$ cat config.mk
export PLATFORM = sky130hd
export DESIGN_NAME = vfy_read_port
export DESIGN_NICKNAME = d
export VERILOG_FILES = /design/src/rtl/vfy_pkg.sv /design/src/rtl/vfy_entry_gate.sv /design/src/rtl/vfy_settle_timer.sv /design/src/rtl/vfy_byte_select.sv /design/src/rtl/vfy_read_port.sv
export SDC_FILE = /design/constraint.sdc
export NUM_CORES = 1
export LEC_CHECK = 0
export BUFFER_PORTS_ARGS = -buffer_cell sky130_fd_sc_hd__buf_2
export CORE_AREA = 2 2 74 76
export CTS_CLUSTER_DIAMETER = 80
export DETAILED_ROUTE_END_ITERATION = 7
export DIE_AREA = 0 0 76 78
export PLACE_DENSITY_LB_ADDON = 0.25
export SLEW_MARGIN = 20
export SYNTH_ARGS = -nofsm -noshare
export SYNTH_HDL_FRONTEND = slang
export SYNTH_SLANG_ARGS = --single-unit
$ cat constraint.sdc
create_clock -name clk -period 2.6 [get_ports clk]
set_input_delay 0.39 -clock clk [delete_from_list [all_inputs] [get_ports clk]]
set_output_delay 0.39 -clock clk [all_outputs]
set_load 0.1 [all_outputs]
$ cat src/rtl/vfy_pkg.sv
package vfy_pkg;
  localparam int BYTE_W = 8;
  localparam int ADDR_W = 16;

  localparam logic [BYTE_W-1:0] MODE_CODE = 8'h28;
  localparam logic [BYTE_W-1:0] MODE_CFG  = 8'h29;
  localparam logic [BYTE_W-1:0] MODE_LOCK = 8'h2B;

  localparam logic [BYTE_W-1:0] FILL_BYTE = 8'hFF;

  localparam logic [ADDR_W-1:0] CFG_BASE  = 16'h0080;
  localparam logic [ADDR_W-1:0] SIG_A0    = 16'h0030;
  localparam logic [ADDR_W-1:0] SIG_A1    = 16'h0031;
  localparam logic [ADDR_W-1:0] SIG_A2    = 16'h0060;
  localparam logic [ADDR_W-1:0] SIG_A3    = 16'h0061;
  localparam logic [ADDR_W-1:0] LOCK_ADDR = 16'h0000;

  localparam logic [BYTE_W-1:0] SIG_D0     = 8'h58;
  localparam logic [BYTE_W-1:0] SIG_D1     = 8'h40;
  localparam logic [BYTE_W-1:0] SIG_D2     = 8'hFB;
  localparam logic [BYTE_W-1:0] SIG_REV_A  = 8'hFF;
  localparam logic [BYTE_W-1:0] SIG_REV_B  = 8'hFE;
endpackage

$ cat src/rtl/vfy_entry_gate.sv
module vfy_entry_gate #(
  parameter int ENTRY_CLKS = 14
) (
  input  logic clk,
  input  logic rst,
  input  logic chip_rst,
  input  logic psen_n,
  output logic entry_ok
);
  localparam int CW = $clog2(ENTRY_CLKS + 1);

  logic [CW-1:0] cnt_q;
  logic          armed_q;
  logic          cond;

  assign cond     = chip_rst && !psen_n;
  assign entry_ok = armed_q && cond;

  always_ff @(posedge clk) begin
    if (rst || !cond) begin
      cnt_q   <= '0;
      armed_q <= 1'b0;
    end else if (!armed_q) begin
      if (cnt_q == CW'(ENTRY_CLKS - 1)) armed_q <= 1'b1;
      else                              cnt_q   <= cnt_q + 1'b1;
    end
  end
endmodule

$ cat src/rtl/vfy_settle_timer.sv
module vfy_settle_timer #(
  parameter int SETTLE_CLKS = 48
) (
  input  logic clk,
  input  logic rst,
  input  logic armed_i,
  input  logic restart_i,
  output logic load_o,
  output logic keep_o
);
  localparam int CW = $clog2(SETTLE_CLKS + 1);

  logic [CW-1:0] scnt_q;
  logic          done_q;
  logic          run;

  assign run    = armed_i && !restart_i;
  assign load_o = run && !done_q && (scnt_q == CW'(SETTLE_CLKS - 1));
  assign keep_o = run && done_q;

  always_ff @(posedge clk) begin
    if (rst || !run) begin
      scnt_q <= CW'(1);
      done_q <= 1'b0;
    end else if (load_o) begin
      done_q <= 1'b1;
    end else if (!done_q) begin
      scnt_q <= scnt_q + 1'b1;
    end
  end
endmodule

$ cat src/rtl/vfy_byte_select.sv
module vfy_byte_select
  import vfy_pkg::*;
#(
  parameter int CODE_AW = 14,
  parameter int CFG_N   = 4
) (
  input  logic [BYTE_W-1:0]       mode_i,
  input  logic [ADDR_W-1:0]       addr_i,
  input  logic [BYTE_W-1:0]       code_i,
  input  logic                    code_ok_i,
  input  logic [BYTE_W*CFG_N-1:0] cfg_i,
  input  logic [2:0]              lock_i,
  input  logic                    rev_second_i,
  output logic [BYTE_W-1:0]       byte_o
);
  localparam int CFG_IW = (CFG_N > 1) ? $clog2(CFG_N) : 1;

  logic [BYTE_W-1:0] cfg_arr [CFG_N];
  logic [BYTE_W-1:0] cfg_sel;
  logic              cfg_hit;

  for (genvar g = 0; g < CFG_N; g++) begin : g_cfg
    assign cfg_arr[g] = cfg_i[BYTE_W*g +: BYTE_W];
  end

  assign cfg_hit = (addr_i[ADDR_W-1:CFG_IW] == CFG_BASE[ADDR_W-1:CFG_IW])
                && (32'(addr_i[CFG_IW-1:0]) < CFG_N);
  assign cfg_sel = cfg_arr[addr_i[CFG_IW-1:0]];

  always_comb begin
    byte_o = FILL_BYTE;
    case (mode_i)
      MODE_CODE: begin
        if (addr_i[ADDR_W-1:CODE_AW] == '0 && code_ok_i) byte_o = code_i;
      end
      MODE_CFG: begin
        if (cfg_hit) byte_o = cfg_sel;
        else begin
          case (addr_i)
            SIG_A0:  byte_o = SIG_D0;
            SIG_A1:  byte_o = SIG_D1;
            SIG_A2:  byte_o = SIG_D2;
            SIG_A3:  byte_o = rev_second_i ? SIG_REV_B : SIG_REV_A;
            default: byte_o = FILL_BYTE;
          endcase
        end
      end
      MODE_LOCK: begin
        if (addr_i == LOCK_ADDR) byte_o = {5'b11111, lock_i};
      end
      default: byte_o = FILL_BYTE;
    endcase
  end
endmodule

$ cat src/rtl/vfy_read_port.sv
module vfy_read_port
  import vfy_pkg::*;
#(
  parameter int ENTRY_CLKS  = 14,
  parameter int SETTLE_CLKS = 48,
  parameter int CODE_AW     = 14,
  parameter int CFG_N       = 4
) (
  input  logic                    clk,
  input  logic                    rst,
  input  logic                    chip_rst,
  input  logic                    psen_n,
  input  logic [7:0]              mode_in,
  input  logic [7:0]              addr_hi,
  input  logic [7:0]              addr_lo,
  input  logic                    code_read_ok,
  input  logic [7:0]              code_rd_data,
  input  logic [8*CFG_N-1:0]      cfg_bytes,
  input  logic [2:0]              lock_bits,
  input  logic                    rev_second,
  output logic [CODE_AW-1:0]      code_rd_addr,
  output logic [7:0]              data_out,
  output logic                    data_oe
);
  logic [BYTE_W-1:0] mode_q;
  logic [ADDR_W-1:0] addr_q;
  logic [ADDR_W-1:0] addr_now;
  logic              restart;
  logic              entry_ok;
  logic              load;
  logic              keep;
  logic [BYTE_W-1:0] sel_byte;

  assign addr_now     = {addr_hi, addr_lo};
  assign restart      = (mode_in != mode_q) || (addr_now != addr_q);
  assign code_rd_addr = addr_q[CODE_AW-1:0];

  always_ff @(posedge clk) begin
    if (rst) begin
      mode_q <= '0;
      addr_q <= '0;
    end else begin
      mode_q <= mode_in;
      addr_q <= addr_now;
    end
  end

  vfy_entry_gate #(.ENTRY_CLKS(ENTRY_CLKS)) u_gate (
    .clk      (clk),
    .rst      (rst),
    .chip_rst (chip_rst),
    .psen_n   (psen_n),
    .entry_ok (entry_ok)
  );

  vfy_settle_timer #(.SETTLE_CLKS(SETTLE_CLKS)) u_timer (
    .clk       (clk),
    .rst       (rst),
    .armed_i   (entry_ok),
    .restart_i (restart),
    .load_o    (load),
    .keep_o    (keep)
  );

  vfy_byte_select #(.CODE_AW(CODE_AW), .CFG_N(CFG_N)) u_sel (
    .mode_i       (mode_q),
    .addr_i       (addr_q),
    .code_i       (code_rd_data),
    .code_ok_i    (code_read_ok),
    .cfg_i        (cfg_bytes),
    .lock_i       (lock_bits),
    .rev_second_i (rev_second),
    .byte_o       (sel_byte)
  );

  always_ff @(posedge clk) begin
    if (rst) begin
      data_oe  <= 1'b0;
      data_out <= '0;
    end else if (load) begin
      data_oe  <= 1'b1;
      data_out <= sel_byte;
    end else if (!keep) begin
      data_oe  <= 1'b0;
      data_out <= '0;
    end
  end
endmodule

# Word-level counts from Yosys, hierarchy flattened
# Index checks and enable logic that the tools add are counted.
# word_totals
regBits,45
latch_bits,0
ram_bits,0
romBits,0
output_inout_bits,23
word_cells,63
mem_count,0
# classes
add_sub_neg,2
n_mul,0
div,0
order_cmp,1
n_eq_ne,13
shifts,0
muxes,15
bitwise_logic,5
reduce_logical,19
# ops
cell,count
8-bit 2-to-1 mux,6
16-bit by 6-bit equality test with 1-bit output (second input constant),2
16-bit by 7-bit equality test with 1-bit output (second input constant),2
8-bit one-hot mux with 4 select lines,1
8-bit by 6-bit equality test with 1-bit output (second input constant),3
8-bit one-hot mux with 3 select lines,1
8-bit binary-select mux with 2-bit select,1
16-bit zero test,1
16-bit != test,1
14-bit by 6-bit equality test with 1-bit output (second input constant),1
8-bit != test,1
1-bit logical AND,7
6-bit by 1-bit adder with 6-bit output (second input constant),1
6-bit equality test (second input constant),1
1-bit zero test,5
1-bit 2-to-1 mux,5
4-bit by 1-bit adder with 4-bit output (second input constant),1
4-bit equality test (second input constant),1
1-bit inverter,4
2-bit AND reduction,2
3-bit greater-or-equal comparator (second input constant),1
1-bit logical OR,3
3-bit 2-to-1 mux,1
2-bit inverter with 3-bit output,1
other kinds (2),2

# Depth between registers and ports, before layout
# Gate-level depths: netlist of the first run.
# logic_depth
word_depth,8
ltp_mapped,8
ltp_nobuf,6

# By module
# From an unflattened synthesis of the first run, not the netlist that was laid out.
# unflattened
cells_unflattened,272
hier_area_um2,2483.6
# modules_own_cells
module,n_inst,cells_each,area_per_inst_um2,seq_area_each_um2
vfy_read_port,1,143,1340.0,660.6
vfy_byte_select,1,68,548.0,0.0
vfy_settle_timer,1,37,362.8,140.1
vfy_entry_gate,1,24,232.7,100.1

# Worst setup path before layout of the first run
# Ideal clock, no wire load.
# synth_timing
path_kind,register to register
startpoint,register addr_q[6]
endpoint,register u_timer.scnt_q[0]
setup_ps,127
arrival_time_ps,2030
required_time_ps,2473
slack_ps,442
path_stages_with_launch,7
path_buffers,1
period_less_slack_ps,2158
path_cell_list,dfxtp_1 -> xnor2_1 -> nand4_1 -> or4_4 -> or3_1 -> buf_2 -> or3b_1
# synth_between
elab_chain_len,8
word_cells_on_any_way,10
# synth_lines
element,line,rtl
"start, declared",vfy_read_port.sv:26,logic [ADDR_W-1:0] addr_q;
"start signal, assigned",vfy_read_port.sv:44,addr_q <= addr_now;
16-bit != test *,vfy_read_port.sv:35,assign restart = (mode_in != mode_q) || (addr_now != addr_q);
1-bit logical OR *,vfy_read_port.sv:35,
1-bit zero test *,vfy_settle_timer.sv:17,assign run = armed_i && !restart_i;
1-bit logical AND *,vfy_settle_timer.sv:17,
1-bit logical AND (2 in a row),vfy_settle_timer.sv:18,assign load_o = run && !done_q && (scnt_q == CW'(SETTLE_CLKS - 1));
1-bit inverter (no source line),n/a,
2-bit AND reduction (no source line),n/a,
"end signal, assigned",vfy_settle_timer.sv:28,scnt_q <= scnt_q + 1'b1;
"end, declared",vfy_settle_timer.sv:13,logic [CW-1:0] scnt_q;
# Mark *: on every way between the ends. The rest lies on a longest branch, timed or not.
# A chain may end at the register's enable or synchronous reset.

# Worst setup path after layout of the first run
# layout_timing
startpoint,register addr_q[10]
endpoint,register data_out[0]
# layout_between
elab_chain_len,7
word_cells_on_any_way,19
# layout_lines
element,line,rtl
"parallel branches: the longest is 7 deep, another holds 16-bit by 7-bit equality test with 1-bit output",n/a,
"end signal, assigned",vfy_read_port.sv:82,data_out <= sel_byte;
"end, declared",vfy_read_port.sv:22,"output logic [7:0] data_out,"
# Parallel ways; which one is timed is not known.

==> results by group, run 1 <==
Worst setup path
  – CP endpoint kind: flop
  – Crit-path cells: nor4_2, nand3_1, or3_1, o21a_1, o31ai_1, a21oi_1
  – CP required: 2.75 ns
  – Slowest CP cell: nor4_2
  – Crit path DAT: 2.42 ns
  – CP Launch Type: flop
  – Delay-heaviest family, CP: simple AND/OR/NAND/NOR gates
  – Largest stage delay on the critical path: 0.50 ns
  – Peak fanout along the critical path: 5
  – Setup CP Type: reg2reg
  – Crit path buffers/inverters: 0

Synth
  – Synth Area in Adders: 1.54%
  – Syn nets: 337
  – Post-synthesis register bit count: 45
  – Mapped Area: 2430 um2
  – Synth unique cells: 46
  – Simple-gate share of the synthesized area: 27.9%
  – Post-Synthesis Cells: 261
  – Post-synth ARST share: 0%
  – Ys Warns: 0
  – Mux share of post-synthesis cell area: 7.72%
  – EDFF count, synth: 0
  – Post-synthesis sequential area ratio: 37.1%
  – Syn avg cell area: 9.31 um2
  – Synth Flop Type: dfxtp_1
  – Post-synthesis compound-gate area fraction: 8.70%
  – Xor-xnor portion of the synthesized cell area: 10.4%
  – Largest family of logic cells by synthesized area: simple AND/OR/NAND/NOR gates

Drt
  – DRT antenna net count: 0
  – DR top layer: met4
  – Vias per inst: 5.16
  – Wire length on met1: 2470 um
  – Final WL: 5800 um
  – Detailed-route via count: 2142
  – WL/cell: 14.0 um
  – Count of TritonRoute iterations in the first routing pass: 4
  – Drt initial violations: 85
  – Routed length on met2: 2900 um
  – Met3 wire len: 366 um
  – DRC errors left: 0

Timing
  – Tightest Pin Transition: 0.650 ns
  – Final Max Slew Viols: 0
  – RSZ-0062 raised after global routing: false
  – Fmax: 440 MHz
  – Setup Viol. Count Final: 0
  – Final setup TNS: 0 ns
  – Final Hold Viols: 0
  – Max_slew headroom: 56.6%
  – Final worst path period share: 87.3%
  – Clock Skew: 0.00886 ns
  – Min Tclk post-route: 2.27 ns

Global routing
  – Overall Global Routing Usage: 19.8%
  – Number of global-route vias before repair: 2073
  – Total global routing overflow: 0
  – Initial antenna violation count: 0
  – Pin count of the biggest net entering global routing: 36
  – First-pass GRT wire length: 9510 um

Finish
  – Ant diodes: 0
  – Layout cells sized above 1: 35.1%
  – Area growth syn-to-layout: 22.4%
  – Number of nets in the layout: 420
  – Final core occ: 59.0%

Clocking
  – CTS tree: built
  – Max Root-Sink Buffers: 2
  – Clk Latency, worst-skew pair: 0.30 ns
  – Setup Buffers After CTS: 0
  – Inserted Clock Buffers: 5
  – Clk Tree Root Cell: clkbuf_8
  – Total clock sinks: 45
  – H-tree Lvls: 2
  – Reg clk slew, reported paths: 0.09 ns
  – Hold-fix buffers at CTS: 0
  – Post-CTS Resized: 0

Power and ir drop
  – Pleak: 1.21 nW
  – P per Cell Area: 498 nW/um2
  – Worst VDD drop: 0.000339 V

Placed design
  – Hpwl dp: 4600 um
  – PortBufs: 95
  – RePlAce Congestion: 0.811

Die
  – IO Count: 96
  – Die W: 76 um
  – Row Count: 26
  – Die Span Y: 78 um
  – Die ar.: 5930 um2
  – Area of the core: 5040 um2
  – Initial Utilization: 48.2%

Worst hold path
  – Hold Crit Class: in2reg

Run
  – # Max-Cap Violations: 0

Run status
  – Status: finished clean
==> logic make-up (layout without fill, tap and decap cells) <==
logic type | count (synthesis) | count (layout)
mux | 10 | 10
simple gates | 117 | 117
fa+ha+maj | 3 | 3
xor+xnor | 28 | 28
buf+inv | 26 | 110
flops | 45 | 45
compound gates | 32 | 32
==> layer usage <==
| metal | GRT usage [%] | up-vias |
|---|---|---|
| met5 | 0 | - |
| met4 | 5.64 | 0 |
| met3 | 5.00 | 8 |
| met2 | 36.3 | 69 |
| met1 | 22.8 | 978 |
| li1 | - | 1087 |
==> placed cells by master (no fill, tap or decap), types with 3 or more instances in the layout <==
cell       n
nand3b_1   3
buf_4      5
a32oi_1    3
xor2_1    13
nor3b_1    5
dfxtp_1   45
clkbuf_8   6
nor2_1    27
mux2i_1    3
nand3_1    4
xnor2_1   14
nand4_1    9
nand2_1   12
o21ai_0    5
or3_1      5
nor2b_1   25
buf_2     95
a22oi_1    3
ha_1       3
a21oi_1    9
mux4_2     7
nor3_1     9
nor4_2     3
==> final cells by class <==
cell class | count | area, um2
clock inverters | 2 | 16.3
repair buffers | 100 | 513
fillers | 486 | 2070
flip-flops and latches | 45 | 901
multi-input cells | 190 | 1370
clock buffers | 6 | 82.6
inverters | 2 | 7.51
well taps | 70 | 87.6
==> stage by stage <==
step	hold slack, ns	setup WS [ns]	power, mW	cells	instance area (um2)
after floorplan	0.453	0.442	0.953	261	2430
after global placement	0.450	0.384	1.03	407	2880
after detailed placement	0.463	0.346	1.03	407	2880
after CTS	0.313	0.333	1.50	415	2970
after global routing	0.322	0.170	1.54	415	2970
final	0.321	0.329	1.48	415	2970
==> cells in the mapped netlist, types with 3 or more instances <==
library cell | number | share of area, %
a21oi_1 | 9 | 1.9
a22oi_1 | 3 | 0.93
a32oi_1 | 3 | 1.1
buf_4 | 15 | 4.6
clkbuf_1 | 6 | 0.93
dfxtp_1 | 45 | 37
ha_1 | 3 | 1.5
mux2i_1 | 3 | 1.2
mux4_2 | 7 | 6.5
nand2_1 | 12 | 1.9
nand3_1 | 4 | 0.82
nand3b_1 | 3 | 0.93
nand4_1 | 9 | 2.3
nor2_1 | 27 | 4.2
nor2b_1 | 25 | 6.4
nor3_1 | 9 | 1.9
nor3b_1 | 5 | 1.5
nor4_2 | 3 | 1.5
o21ai_0 | 5 | 1.0
or3_1 | 5 | 1.3
xnor2_1 | 14 | 5.0
xor2_1 | 13 | 4.7
==> path summary, 6_finish.rpt <==
check	cells after the start	slack, ns	to	start
setup / recovery	6	0.33	data_out[0]$_SDFFE_PP0P_	addr_q[10]$_SDFF_PP0_
hold / removal	2	0.32	addr_q[15]$_SDFF_PP0_	addr_hi[7]
setup reg to reg	6	0.33	data_out[0]$_SDFFE_PP0P_	addr_q[10]$_SDFF_PP0_
hold reg to reg	2	0.47	data_out[0]$_SDFFE_PP0P_	data_out[0]$_SDFFE_PP0P_
==> state kept, by name, indices dropped and copies added, names as in the netlist <==
name	count
u_timer.done_q	1
addr_q	16
data_oe	1
data_out	8
u_gate.armed_q	1
u_gate.cnt_q	4
mode_q	8
u_timer.scnt_q	6
==> power breakdown <==
| part | leakage [nW] | internal [mW] | switching, mW |
|---|---|---|---|
| combinational | 0.797 | 0.112 | 0.168 |
| sequential | 0.369 | 0.710 | 0.0278 |
| clock | 0.0478 | 0.219 | 0.243 |
Power figures use the tool's default switching activity.
==> inputs of run 2 (changes only) <==
--- a/config.mk
+++ b/config.mk
@@ -6,10 +6,11 @@
 export NUM_CORES = 1
 export LEC_CHECK = 0
 export BUFFER_PORTS_ARGS = -buffer_cell sky130_fd_sc_hd__buf_2
-export CORE_AREA = 2 2 74 76
+export CORE_AREA = 2 2 73 75
+export CTS_BUF_LIST = sky130_fd_sc_hd__clkbuf_8
 export CTS_CLUSTER_DIAMETER = 80
 export DETAILED_ROUTE_END_ITERATION = 7
-export DIE_AREA = 0 0 76 78
+export DIE_AREA = 0 0 75 77
 export PLACE_DENSITY_LB_ADDON = 0.25
 export SLEW_MARGIN = 20
 export SYNTH_ARGS = -nofsm -noshare
==> results by group, run 2 (synthesis gave the netlist of run 1 again) <==
Power and ir drop
  – Net load switching power: 0.412 mW (was 0.439 mW)
  – Combinational power share: 19.1% (was 18.9%)
  – Clock group share of total power: 29.7% (was 31.2%)
  – Worst VDD drop: 0.000319 V (was 0.000339 V)
  – Reg power frac: 51.2% (was 49.8%)
  – Tot Pwr: 1.45 mW (was 1.48 mW)
  – Sw Ratio: 28.5% (was 29.7%)
  – Pint: 1.03 mW (was 1.04 mW)
  – Pleak: 1.21 nW (about the same)
  – P per Cell Area: 486 nW/um2 (was 498 nW/um2)

Worst setup path
  – CP Launch Type: flop (unchanged)
  – Slowest CP cell: nor4_2 (unchanged)
  – CP endpoint kind: flop (unchanged)
  – Crit-path cells: nor4_2, nand3_1, or3_1, and3_1, o41ai_1, a21oi_1 (was nor4_2, nand3_1, or3_1, o21a_1, o31ai_1, a21oi_1)
  – Peak fanout along the critical path: 5 (unchanged)
  – Setup CP Type: reg2reg (unchanged)
  – R2R setup slack: 0.40 ns (was 0.33 ns)
  – Reg2Reg Depth: 6 (unchanged)
  – Crit path DAT: 2.38 ns (was 2.42 ns)
  – CP required: 2.77 ns (was 2.75 ns)
  – Largest stage delay on the critical path: 0.47 ns (was 0.50 ns)
  – FF-to-FF End: data_out[1]$_SDFFE_PP0P_ (was data_out[0]$_SDFFE_PP0P_)
  – Worst reg2reg startpoint: addr_q[2]$_SDFF_PP0_ (was addr_q[10]$_SDFF_PP0_)

Global routing
  – Pin count of the biggest net entering global routing: 21 (was 36)
  – Total global routing overflow: 0 (unchanged)
  – Initial antenna violation count: 0 (unchanged)
  – Number of global-route vias before repair: 2039 (was 2073)
  – Overall Global Routing Usage: 19.7% (was 19.8%)
  – First-pass GRT wire length: 8950 um (was 9510 um)

Drt
  – WL/cell: 13.4 um (was 14.0 um)
  – DRT antenna net count: 0 (unchanged)
  – Detailed-route via count: 2141 (was 2142)
  – DRC errors left: 0 (unchanged)
  – Count of TritonRoute iterations in the first routing pass: 4 (unchanged)
  – Final WL: 5550 um (was 5800 um)
  – Vias per inst: 5.16 (about the same)
  – Drt initial violations: 130 (was 85)

Clocking
  – Post-CTS Resized: 0 (unchanged)
  – Max Root-Sink Buffers: 2 (unchanged)
  – Reg clk slew, reported paths: 0.08 ns (was 0.09 ns)
  – H-tree Lvls: 2 (unchanged)
  – Hold-fix buffers at CTS: 0 (unchanged)
  – Inserted Clock Buffers: 5 (unchanged)
  – Total clock sinks: 45 (unchanged)
  – CTS tree: built (unchanged)
  – Clk Tree Root Cell: clkbuf_8 (unchanged)
  – Clk Latency, worst-skew pair: 0.29 ns (was 0.30 ns)
  – Setup Buffers After CTS: 0 (unchanged)

Timing
  – Tightest Pin Transition: 0.673 ns (was 0.650 ns)
  – Final Max Slew Viols: 0 (unchanged)
  – Fmax: 454 MHz (was 440 MHz)
  – Final setup TNS: 0 ns (unchanged)
  – Max_slew headroom: 55.1% (was 56.6%)
  – RSZ-0062 raised after global routing: false (unchanged)
  – Final worst path period share: 84.7% (was 87.3%)
  – Worst hold slack: 0.332 ns (was 0.321 ns)
  – Final WS setup: 0.397 ns (was 0.329 ns)
  – Setup Viol. Count Final: 0 (unchanged)
  – Clock Skew: 0.00844 ns (was 0.00886 ns)
  – Final Hold Viols: 0 (unchanged)
  – Min Tclk post-route: 2.20 ns (was 2.27 ns)

Die
  – Die W: 75 um (was 76 um)
  – Row Count: 26 (unchanged)
  – Initial Utilization: 48.8% (was 48.2%)
  – Die Span Y: 77 um (was 78 um)
  – Die ar.: 5780 um2 (was 5930 um2)
  – Area of the core: 4980 um2 (was 5040 um2)
  – IO Count: 96 (unchanged)

Finish
  – Layout cells sized above 1: 35.1% (unchanged)
  – Largest register FFs: 16 (unchanged)
  – Most frequent cells in the layout: buf_2 (95), dfxtp_1 (45), nor2_1 (27) (unchanged)
  – Ant diodes: 0 (unchanged)
  – Largest Register: addr_q (unchanged)
  – Area growth syn-to-layout: 22.3% (was 22.4%)
  – Most common cell after layout, fill and taps aside: buf_2 (unchanged)
  – Top flop regs: addr_q: 16 flops, data_out: 8 flops, mode_q: 8 flops (unchanged)
  – Number of nets in the layout: 421 (was 420)
  – Fin area: 2970 um2 (about the same)

Run status
  – Status: finished clean (unchanged)

Worst hold path
  – Hold Crit Start: mode_in[2] (was addr_hi[7])
  – WHS Path Cells: 2 (unchanged)
  – Hold Path End: mode_q[2]$_SDFF_PP0_ (was addr_q[15]$_SDFF_PP0_)
  – Hold Crit Class: in2reg (unchanged)

Placed design
  – Placed Area: 2880 um2 (about the same)
  – PortBufs: 95 (unchanged)
  – Hpwl dp: 4450 um (was 4600 um)
  – RePlAce Congestion: 0.853 (was 0.811)
  – Post-Place Setup Slack: 0.360 ns (was 0.346 ns)

Run
  – # Max-Cap Violations: 0 (unchanged)
==> run 2: cell types whose count changed in the layout (fill, tap and decap cells not counted), sizes merged <==
cell | previous run | this run
inv | 3 | 2
buf | 100 | 101
==> run 2: power groups by stage <==
stage | Combinational [mW] | Clock, mW | Sequential (mW)
CTS | 0.277 | 0.445 | 0.740
detailed placement | 0.276 | 0 | 0.756
global placement | 0.274 | 0 | 0.756
global route | 0.297 | 0.471 | 0.745
finish | 0.276 | 0.430 | 0.740
floorplan | 0.210 | 0 | 0.743
==> run 2: worst max-delay path by stage <==
stage	from	end	slack [ns]
2_1_floorplan	addr_q[6]$_SDFF_PP0_	u_timer.scnt_q[0]$_SDFFE_PP1P_	0.44
3_3_place_gp	addr_lo[2]	u_timer.scnt_q[0]$_SDFFE_PP1P_	0.40
3_5_place_dp	addr_lo[2]	u_timer.scnt_q[0]$_SDFFE_PP1P_	0.36
4_1_cts	addr_q[2]$_SDFF_PP0_	data_out[1]$_SDFFE_PP0P_	0.40
5_1_grt	addr_q[0]$_SDFF_PP0_	u_timer.scnt_q[2]$_SDFFE_PP0P_	0.23
6_report	addr_q[2]$_SDFF_PP0_	data_out[1]$_SDFFE_PP0P_	0.40
==> run 2: final cells by class <==
cell class | count | area, um2
clock buffers | 6 | 82.6
clock inverters | 1 | 7.51
fillers | 471 | 2000
inverters | 2 | 7.51
multi-input cells | 190 | 1370
flip-flops and latches | 45 | 901
well taps | 70 | 87.6
repair buffers | 101 | 520
==> run 2: through the flow <==
stage,cells,util (%)
2_1_floorplan,261,-
3_3_place_gp,408,57.9
3_5_place_dp,408,57.9
4_1_cts,415,59.7
5_1_grt,415,59.7
6_report,415,59.7
==> run 2: metal layers <==
| metal | vias to the layer above | GRT usage (%) | part of all wire, % |
|---|---|---|---|
| met5 | - | 0 | 0 |
| met4 | 0 | 6.25 | 1.5 |
| met3 | 8 | 5.78 | 9.2 |
| met2 | 86 | 31.6 | 45 |
| met1 | 963 | 25.1 | 44 |
| li1 | 1084 | - | - |
==> run 2: worst max-delay path: cells and delay by family (launching register included) <==
kind / cells / cell delay (ns)
simple gates: 4 / 1.30
compound gates: 2 / 0.45
flops: 1 / 0.34
